<file path="src/rtl/dsnap_pkg.sv">
package dsnap_pkg;
    typedef enum logic [1:0] {
        SV_IDLE  = 2'd0,
        SV_HOLD  = 2'd1,
        SV_WRITE = 2'd2
    } sv_state_t;
endpackage

</file>
<file path="src/rtl/dsnap_ctrl.sv">
module dsnap_ctrl
    import dsnap_pkg::*;
#(
    parameter int WR_DELAY = 2
) (
    input  logic clk,
    input  logic rst_n,
    input  logic save_req,
    input  logic pin_save,
    input  logic pin_restore,
    output logic wr_stb,
    output logic rd_go
);
    localparam int CW = (WR_DELAY > 1) ? $clog2(WR_DELAY) : 1;
    localparam logic [CW-1:0] LAST = CW'(WR_DELAY - 1);

    sv_state_t state_q, state_d;
    logic [CW-1:0] cnt_q, cnt_d;
    logic any_save;
    logic arm_q;

    assign any_save = save_req | pin_save;

    // state register
    always_ff @(posedge clk or negedge rst_n) begin
        if (!rst_n) begin
            state_q <= SV_IDLE;
            cnt_q   <= '0;
        end else begin
            state_q <= state_d;
            cnt_q   <= cnt_d;
        end
    end

    // next-state logic
    always_comb begin
        state_d = state_q;
        cnt_d   = cnt_q;
        unique case (state_q)
            SV_IDLE: begin
                cnt_d = '0;
                if (any_save) state_d = SV_HOLD;
            end
            SV_HOLD: begin
                if (cnt_q == LAST) begin
                    state_d = SV_WRITE;
                    cnt_d   = '0;
                end else begin
                    cnt_d = cnt_q + 1'b1;
                end
            end
            SV_WRITE: state_d = SV_IDLE;
            default:  state_d = SV_IDLE;
        endcase
    end

    // outputs
    always_comb begin
        wr_stb = 1'b0;
        unique case (state_q)
            SV_WRITE: wr_stb = 1'b1;
            default:  wr_stb = 1'b0;
        endcase
    end

    // restore qualification: sampled as the clock enters its low phase
    always_ff @(negedge clk or negedge rst_n) begin
        if (!rst_n) arm_q <= 1'b0;
        else        arm_q <= pin_restore;
    end

    assign rd_go = arm_q;
endmodule

</file>
<file path="src/rtl/dsnap_cell.sv">
module dsnap_cell (
    input  logic clk,
    input  logic rst_n,
    input  logic en,
    input  logic d,
    input  logic wr_stb,
    input  logic rd_go,
    output logic q_t,
    output logic q_c,
    output logic bk_t,
    output logic bk_c
);
    // differential rails
    always_ff @(posedge clk or negedge rst_n) begin
        if (!rst_n) begin
            q_t <= 1'b0;
            q_c <= 1'b0;
        end else if (rd_go) begin
            q_t <= bk_t;
            q_c <= bk_c;
        end else if (en) begin
            q_t <= d;
            q_c <= ~d;
        end
    end

    // backup slot: no reset, models retention across power loss
    always_ff @(posedge clk) begin
        if (wr_stb) begin
            bk_t <= q_t;
            bk_c <= q_c;
        end
    end
endmodule

</file>
<file path="src/rtl/dsnap_bank.sv">
module dsnap_bank #(
    parameter int WIDTH    = 8,
    parameter int WR_DELAY = 2
) (
    input  logic             clk,
    input  logic             rst_n,
    input  logic             reg_en,
    input  logic [WIDTH-1:0] d_in,
    input  logic             save_req,
    input  logic             pin_save,
    input  logic             pin_restore,
    output logic [WIDTH-1:0] q_true,
    output logic [WIDTH-1:0] q_comp
);
    logic             wr_stb;
    logic             rd_go;
    logic [WIDTH-1:0] bk_t;
    logic [WIDTH-1:0] bk_c;

    dsnap_ctrl #(.WR_DELAY(WR_DELAY)) u_ctrl (
        .clk        (clk),
        .rst_n      (rst_n),
        .save_req   (save_req),
        .pin_save   (pin_save),
        .pin_restore(pin_restore),
        .wr_stb     (wr_stb),
        .rd_go      (rd_go)
    );

    for (genvar i = 0; i < WIDTH; i++) begin : g_bit
        dsnap_cell u_cell (
            .clk   (clk),
            .rst_n (rst_n),
            .en    (reg_en),
            .d     (d_in[i]),
            .wr_stb(wr_stb),
            .rd_go (rd_go),
            .q_t   (q_true[i]),
            .q_c   (q_comp[i]),
            .bk_t  (bk_t[i]),
            .bk_c  (bk_c[i])
        );
    end
endmodule

</file>
<file path="config.mk">
export PLATFORM = sky130hd
export DESIGN_NAME = dsnap_bank
export DESIGN_NICKNAME = d
export VERILOG_FILES = /design/src/rtl/dsnap_pkg.sv /design/src/rtl/dsnap_ctrl.sv /design/src/rtl/dsnap_cell.sv /design/src/rtl/dsnap_bank.sv
export SDC_FILE = /design/constraint.sdc
export NUM_CORES = 1
export LEC_CHECK = 0
export ABC_AREA = 0
export BUFFER_PORTS_ARGS = -buffer_cell sky130_fd_sc_hd__buf_4
export CAP_MARGIN = 20
export CORE_MARGIN = 1.5
export CORE_UTILIZATION = 48
export CTS_CLUSTER_SIZE = 30
export DETAILED_ROUTE_END_ITERATION = 8
export PLACE_DENSITY = 0.81
export RECOVER_POWER = 100
export SLEW_MARGIN = 25
export SYNTH_ARGS = -nofsm -noshare
export SYNTH_HDL_FRONTEND = slang
export SYNTH_SLANG_ARGS = --single-unit
</file>
<file path="constraint.sdc">
create_clock -name clk -period 1.52 [get_ports clk]
set_input_delay 0.076 -clock clk [delete_from_list [all_inputs] [get_ports clk]]
set_output_delay 0.076 -clock clk [all_outputs]
set_load 0.05 [all_outputs]
</file>
==> summary.md, run 1 <==
| Metric | Value |
|---|---|
| Post-synthesis cell area | `about 1600 um^2` |
| GPL Wtd Cong | `a little over 0.7` |
| Via count | `roughly 900` |
| Unrepaired setup endpoints after global routing | `true` |
| Adder-Cell Fraction of Synth Area | `0%` |
| CP endpoint kind | `flip-flop` |
| WL per Instance | `13.5 um` |
| H-tree depth | `2` |
| Pre-CTS setup slack | `-153 ps` |
| Mux cell area share after synthesis | `5.06%` |
| CTS Sinks | `36` |
| Ys flop type | `dfrtp_1` |
| Area grow syn2layout | `9.41%` |
| CTS tree | `yes` |
| Io pins | `30` |
| Top post-synthesis cells by area | `edfxtp_1 30%, dfrtp_1 30%, buf_4 8.1%` |
| HP Class | `in2reg` |
| CTS buffer count | `5` |
| Avg Cell Area, Syn | `13.1 um^2` |
| Final worst setup slack | `-147 ps` |
| Num rows | `20` |
| Max Clock Skew | `11.0 ps` |
| Max Slew Vio Count | `0` |
| Largest net degree at the start of global routing | `33` |
| Cells on worst reg2reg path | `3` |
| RR Endpoint | `g_bit[3].u_cell.q_c` |
| Crit path from | `u_ctrl.rd_go` |
| Initial Utilization | `between 50% and 60%` |
| Data required, critical path | `about 1700 ps` |
| Synth top area share | `between 30% and 40%` |
| Vias in the first global route | `936` |
| Synth Register Bits | `36` |
| Overflow after GRT | `0` |
| Die Ht | `60.4 um` |
| Worst path arrival time | `around 1900 ps` |
| Run status | `complete, but fails checks` |
| Failing checks | `setup timing` |
| Largest family of logic cells by synthesized area | `simple AND/OR/NAND/NOR gates` |
| Clock Pin Slew Worst Setup and Hold Paths | `100 ps` |
| Die W | `60.4 um` |
| Post-Synth XOR/XNOR Area | `0%` |
| # resized after CTS | `0` |
| Worst stage delay on the critical path | `440 ps` |
| Maxcap violations | `0` |
| Reg2reg setup slack | `-150 ps` |
| Hpwl dp | `1.68 mm` |
| Simple-Gate Fraction of Synth Area | `14.9%` |
| Synth warnings | `0` |
| Worst-Margin Slew | `617 ps` |
| Crit path max-delay cell type | `dfrtn_1` |
| Register area share after synthesis | `between 60% and 70%` |
| Synth area leader | `edfxtp_1` |
| Drt via density | `4.90` |
| Port bufs | `29` |
| Starting DRT DRC Count | `27` |
| Crit-path cells | `buf_12, nand2b_1, o31a_1` |
| Final WL | `2.49 mm` |
| Max clock buf depth | `2` |
| Clk root buf | `clkbuf_4` |
| PnR Total Power | `2410 uW` |
| Count leader, synth | `dfrtp_1` |
| Antenna Cells | `0` |
| Worst R2R Start | `u_ctrl.rd_go` |
| Asr flop ratio synth | `55.6%` |
| Crit-path max FO | `32` |
| Stages on worst setup path | `3` |
| Buf/Inv on CP | `1` |
| Die area | `3650 um^2` |
| First-pass GRT wire length | `4.17 mm` |
| P_leak | `0.000696 uW` |
| Final hold violations | `0` |
| Compound-Gate Fraction of Synth Area | `7.75%` |
| Initial antenna violation count | `0` |
| Critical path class | `reg2reg` |
| Layout cells sized above 1 | `20.0%` |
| Synth cell types | `19` |
| Max VDD drop | `763 uV` |
| Nets@finish | `about 150` |
| Syn_nets | `135` |
| EDFF count, synth | `16` |
| Final Setup Violations | `16` |
| Post-synthesis cell count | `about 120` |
| P per Cell Area | `around 1400 nW/um^2` |
| Slew headroom | `59.0%` |
| Hold Slack | `30.2 ps` |
| DRC | `0` |
| Clk_lat worst skew | `330 ps` |
| Synth top cells by count | `19 x dfrtp_1, 17 x buf_4, 16 x edfxtp_1, 11 x nor2b_1` |
| Core box area | `3100 um^2` |
| Detail Route Antenna Nets | `0` |
| Total GRT Usage | `16.2%` |
| Critical Path End | `g_bit[3].u_cell.q_c` |
| Critical Path Start Type | `flip-flop` |
| Pre-antenna DRT Iters | `2` |
| CP top delay family | `flip-flops` |
[report_power, final]
group          switching (uW)  internal [uW]
clock                     290            222
sequential                104           1230
combinational             392            176
total                     785           1620
[registers in the layout, summed over array words and instances (netlist names)]
register           count
g_bit.u_cell.bk_c      8
g_bit.u_cell.bk_t      8
g_bit.u_cell.q_c       8
g_bit.u_cell.q_t       8
u_ctrl.cnt_q           1
u_ctrl.rd_go           1
u_ctrl.state_q         2
[through the flow]
| step | cell area [um^2] | utilization (%) | setup TNS (ps) | instances |
|---|---|---|---|---|
| 2_1_floorplan | 1600 | - | -2010 | 121 |
| 6_report | 1730 | 55.8 | -1560 | 184 |
| 4_1_cts | 1790 | 57.8 | -1540 | 184 |
| 3_3_place_gp | 1730 | 55.6 | -1300 | 175 |
| 5_1_grt | 1730 | 55.8 | -2520 | 184 |
| 3_5_place_dp | 1730 | 55.6 | -1600 | 175 |
[worst min-delay path by stage]
stage | startpoint | to | slack [ps] | depth (start not counted)
finish | d_in[6] | g_bit[6].u_cell.q_t | 30 | 3
global route | d_in[7] | g_bit[7].u_cell.q_t | 20 | 3
CTS | d_in[6] | g_bit[6].u_cell.q_t | 20 | 3
detailed placement | rst_n | g_bit[6].u_cell.q_c | -20 | 1
global placement | rst_n | g_bit[6].u_cell.q_c | -30 | 1
floorplan | rst_n | g_bit[0].u_cell.q_c | -220 | 0
[per-layer routing]
layer / global-route usage, % / routed length [um] / vias up
met5: 0 / 0 / -
met4: 8.39 / 32 / 0
met3: 5.54 / 118 / 5
met2: 26.4 / 1270 / 21
met1: 19.0 / 1070 / 442
li1: - / - / 434
[area by class of cell]
class | instances | area [um^2]
Inverter | 1 | 3.75
Timing Repair Buffer | 32 | 193
Sequential cell | 36 | 981
Multi-Input combinational cell | 63 | 440
Clock buffer | 7 | 55.1
Clock inverter | 1 | 3.75
Tap cell | 44 | 55.1
Fill cell | 299 | 1370
[logic make-up after synthesis]
| family | after synthesis |
|---|---|
| AO/OA/AOI/OAI | 18 |
| AND/OR/NAND/NOR | 37 |
| multiplexers | 8 |
| flip-flops | 36 |
| buffers and inverters | 22 |
[cells in the final DEF, fill, tap and decap left out, drive strengths merged]
cell	instances
nor2	1
mux2i	8
o21ai	9
clkbuf	25
nand2	9
o31a	8
nor3	1
nand2b	9
a211oi	1
dlygate4sd3	1
clkinv	1
inv	1
and2b	4
buf	13
edfxtp	16
dfrtp	19
dfrtn	1
nor2b	13
[tightest hold or removal path: cells and delay by family]
family,cells,cell delay (ps)
compound gates,1,110
buf+inv,1,80
mux,1,60
[repair_timing]
action                     4_1_cts  5_1_grt
hold buffers                     1        0
setup endpoints to repair       16       16
hold endpoints to repair        19        0
setup buffers                    0        0
(Power assumes the default switching activity.)
==> inputs of run 2 (changes only) <==
--- a/config.mk
+++ b/config.mk
@@ -8,8 +8,9 @@
 export ABC_AREA = 0
 export BUFFER_PORTS_ARGS = -buffer_cell sky130_fd_sc_hd__buf_4
 export CAP_MARGIN = 20
-export CORE_MARGIN = 1.5
-export CORE_UTILIZATION = 48
+export CORE_ASPECT_RATIO = 2
+export CORE_MARGIN = 10
+export CORE_UTILIZATION = 47
 export CTS_CLUSTER_SIZE = 30
 export DETAILED_ROUTE_END_ITERATION = 8
 export PLACE_DENSITY = 0.81
@@ -17,4 +18,5 @@
 export SLEW_MARGIN = 25
 export SYNTH_ARGS = -nofsm -noshare
 export SYNTH_HDL_FRONTEND = slang
+export SYNTH_HIERARCHICAL = 1
 export SYNTH_SLANG_ARGS = --single-unit
==> run 2 against run 1 <==
  * The flow still finishes with violations (setup timing)
  * Routed wire length is 14% higher
  * Via count is 0.78% lower
  * Design area is 1.7% higher
  * Critical path type unchanged
==> summary.md, run 2 <==
| Metric | Value |
|---|---|
| Synth cell types | `14 (was 19)` |
| Antenna Cells | `0 (unchanged)` |
| CTS tree | `yes (unchanged)` |
| Worst hold path cell count | `3 (unchanged)` |
| Reg2reg setup slack | `-190 ps (was -150 ps)` |
| Worst-Margin Slew | `611 ps (was 617 ps)` |
| Synth warnings | `6 (was 0)` |
| Synth top cells by count | `19 x dfrtp_1, 16 x and2b_1, 16 x edfxtp_1, 10 x nand2_1, 9 x nand2b_1 (was 19 x dfrtp_1, 17 x buf_4, 16 x edfxtp_1, 11 x nor2b_1)` |
| Post-synthesis cell count | `100 (was 121)` |
| EDFF count, synth | `16 (unchanged)` |
| Worst stage delay on the critical path | `370 ps (was 440 ps)` |
| Commonest cells after routing, fill and taps aside | `19 x dfrtp_1, 17 x clkbuf_1, 16 x and2b_1, 16 x edfxtp_1, 13 x buf_4 (was 19 x dfrtp_1, 17 x clkbuf_1, 16 x edfxtp_1)` |
| Post-synthesis cell area | `1430 um^2 (was 1580 um^2)` |
| Synth top area share | `33.7% (was 30.4%)` |
| Data required, critical path | `1680 ps (was 1740 ps)` |
| Final worst setup slack | `-188 ps (was -147 ps)` |
| Die area | `5770 um^2 (was 3650 um^2)` |
| Crit path from | `u_ctrl/rd_go (was u_ctrl.rd_go)` |
| Initial Utilization | `48.4% (was 51.0%)` |
| CTS buffer count | `5 (unchanged)` |
| Drt via density | `5.26 (was 4.90)` |
| Nets@finish | `153 (unchanged)` |
| Pre-antenna DRT Iters | `4 (was 2)` |
| Crit-path max FO | `8 (was 32)` |
| Worst R2R Start | `u_ctrl/rd_go (was u_ctrl.rd_go)` |
| Buf/Inv on CP | `1 (unchanged)` |
| Overflow after GRT | `0 (unchanged)` |
| Syn_nets | `114 (was 135)` |
| Critical Path Start Type | `flip-flop (unchanged)` |
| Clock Pin Slew Worst Setup and Hold Paths | `70 ps (was 100 ps)` |
| Vias in the first global route | `987 (was 936)` |
| Final hold violations | `0 (unchanged)` |
| Post-CTS Setup Bufs | `0 (unchanged)` |
| Total Neg Setup Slack | `-1700 ps (was -1560 ps)` |
| Max VDD drop | `1620 uV (was 763 uV)` |
| Ys flop type | `dfrtp_1 (unchanged)` |
| PnR Total Power | `2700 uW (was 2410 uW)` |
| Max clock buf depth | `2 (unchanged)` |
| HP Class | `in2reg (unchanged)` |
| Synth Register Bits | `36 (unchanged)` |
| First-pass GRT wire length | `4.65 mm (was 4.17 mm)` |
| Stages on worst setup path | `2 (was 3)` |
| Worst path arrival time | `1870 ps (was 1890 ps)` |
| Largest net degree at the start of global routing | `25 (was 33)` |
| Final WL | `2.83 mm (was 2.49 mm)` |
| Area grow syn2layout | `23.5% (was 9.41%)` |
| WL per Instance | `16.7 um (was 13.5 um)` |
| DRC | `0 (unchanged)` |
| Crit path max-delay cell type | `dfrtn_1 (unchanged)` |
| Avg Cell Area, Syn | `14.3 um^2 (was 13.1 um^2)` |
| Max Slew Vio Count | `0 (unchanged)` |
| Core box area | `2940 um^2 (was 3100 um^2)` |
| Critical Path End | `g_bit[1].u_cell/q_c (was g_bit[3].u_cell.q_c)` |
| Layout cells sized above 1 | `17.1% (was 20.0%)` |
| Unrepaired setup endpoints after global routing | `true (unchanged)` |
| Hold Slack | `85.1 ps (was 30.2 ps)` |
| Port bufs | `29 (unchanged)` |
| Run status | `complete, but fails checks (unchanged)` |
| Initial antenna violation count | `0 (unchanged)` |
| Synth area leader | `edfxtp_1 (unchanged)` |
| Hpwl dp | `2.03 mm (was 1.68 mm)` |
| Commonest non-fill, non-tap cell in the layout | `dfrtp_1 (unchanged)` |
| Starting DRT DRC Count | `14 (was 27)` |
| Io pins | `30 (unchanged)` |
| CP endpoint kind | `flip-flop (unchanged)` |
| Fin cells | `170 (was 184)` |
| RR Endpoint | `g_bit[1].u_cell/q_c (was g_bit[3].u_cell.q_c)` |
| Maxcap violations | `0 (unchanged)` |
| Cells on worst reg2reg path | `2 (was 3)` |
| Die W | `58.9 um (was 60.4 um)` |
| Count leader, synth | `dfrtp_1 (unchanged)` |
| Die Ht | `97.9 um (was 60.4 um)` |
| Top post-synthesis cells by area | `edfxtp_1 34%, dfrtp_1 33%, and2b_1 8.4% (was edfxtp_1 30%, dfrtp_1 30%, buf_4 8.1%)` |
| Via count | `895 (was 902)` |
| Register area share after synthesis | `68.8% (was 62.0%)` |
| CTS Sinks | `36 (unchanged)` |
| Detail Route Antenna Nets | `0 (unchanged)` |
| Num rows | `28 (was 20)` |
| Clk_lat worst skew | `280 ps (was 330 ps)` |
| CP top delay family | `flip-flops (unchanged)` |
| GPL Wtd Cong | `0.700 (was 0.713)` |
| Asr flop ratio synth | `55.6% (unchanged)` |
| Clk root buf | `clkbuf_8 (was clkbuf_4)` |
| Final Setup Violations | `16 (unchanged)` |
| Crit-path cells | `buf_4, o31a_1 (was buf_12, nand2b_1, o31a_1)` |
| P_leak | `0.000753 uW (was 0.000696 uW)` |
| Critical path class | `reg2reg (unchanged)` |
| Placed insts | `161 (was 175)` |
| Failing checks | `setup timing (unchanged)` |
| P per Cell Area | `1530 nW/um^2 (was 1390 nW/um^2)` |
| Slew headroom | `59.5% (was 59.0%)` |
| H-tree depth | `2 (unchanged)` |
| Total GRT Usage | `10.5% (was 16.2%)` |
| Max Clock Skew | `9.44 ps (was 11.0 ps)` |
==> run 2: power breakdown <==
group	switching, uW	internal [uW]	leakage, uW
registers	102	1230	0.000382
clock network	318	486	0.0000552
logic	393	171	0.000316
total	813	1880	0.000753
==> run 2: how the worst min path moves through the flow <==
stage              from                   to  slack [ps]
6_report        d_in[5]  g_bit[5].u_cell/q_t          90
5_1_grt         d_in[4]  g_bit[4].u_cell/q_t          90
4_1_cts        save_req    u_ctrl/state_q[0]          90
3_5_place_dp      rst_n  g_bit[1].u_cell/q_t         -20
3_3_place_gp      rst_n  g_bit[1].u_cell/q_t         -30
2_1_floorplan     rst_n  g_bit[0].u_cell/q_c        -220
==> run 2: timing repair <==
item | 4_1_cts | 5_1_grt
pin swaps | 0 | 6
endpoints found under the setup margin | 16 | 16
endpoints found under the hold margin | 19 | 0
resized for setup | 0 | 5
hold buffers | 1 | 0
==> run 2: cell type report <==
class / instances / area (um^2)
clock buffer: 6 / 72.6
clock inverter: 2 / 35.0
fill: 239 / 1180
multi-input combinational: 64 / 439
sequential: 36 / 981
tap: 30 / 37.5
timing repair buffer: 32 / 195
==> run 2: tightest hold or removal path, cell delays in order <==
cell and delay (ps):
buf_4 90, mux2i_1 60, o21ai_1 110
==> run 2: stage by stage <==
stage	utilization [%]	area, um^2	worst slack (ps)
after global placement	58.0	1710	-165
final	59.8	1760	-188
after detailed placement	58.0	1710	-194
after floorplan	-	1430	-374
after CTS	62.0	1830	-188
after global routing	59.8	1760	-196
==> run 2: cells by family (layout without fill, tap and decap cells) <==
group | Yosys count | after routing | synth area share (%)
compound gates | 17 | 17 | 8.08
mux | 8 | 8 | 5.62
buf+inv | 0 | 40 | 0
simple gates | 39 | 39 | 17.5
flops | 36 | 36 | 68.8
==> run 2: routing by layer <==
layer	up-vias	GRT usage [%]	part of all wire (%)
met5	-	0	0
met4	0	5.68	1.7
met3	4	4.93	4.2
met2	18	16.8	56
met1	442	10.7	38
li1	431	-	-
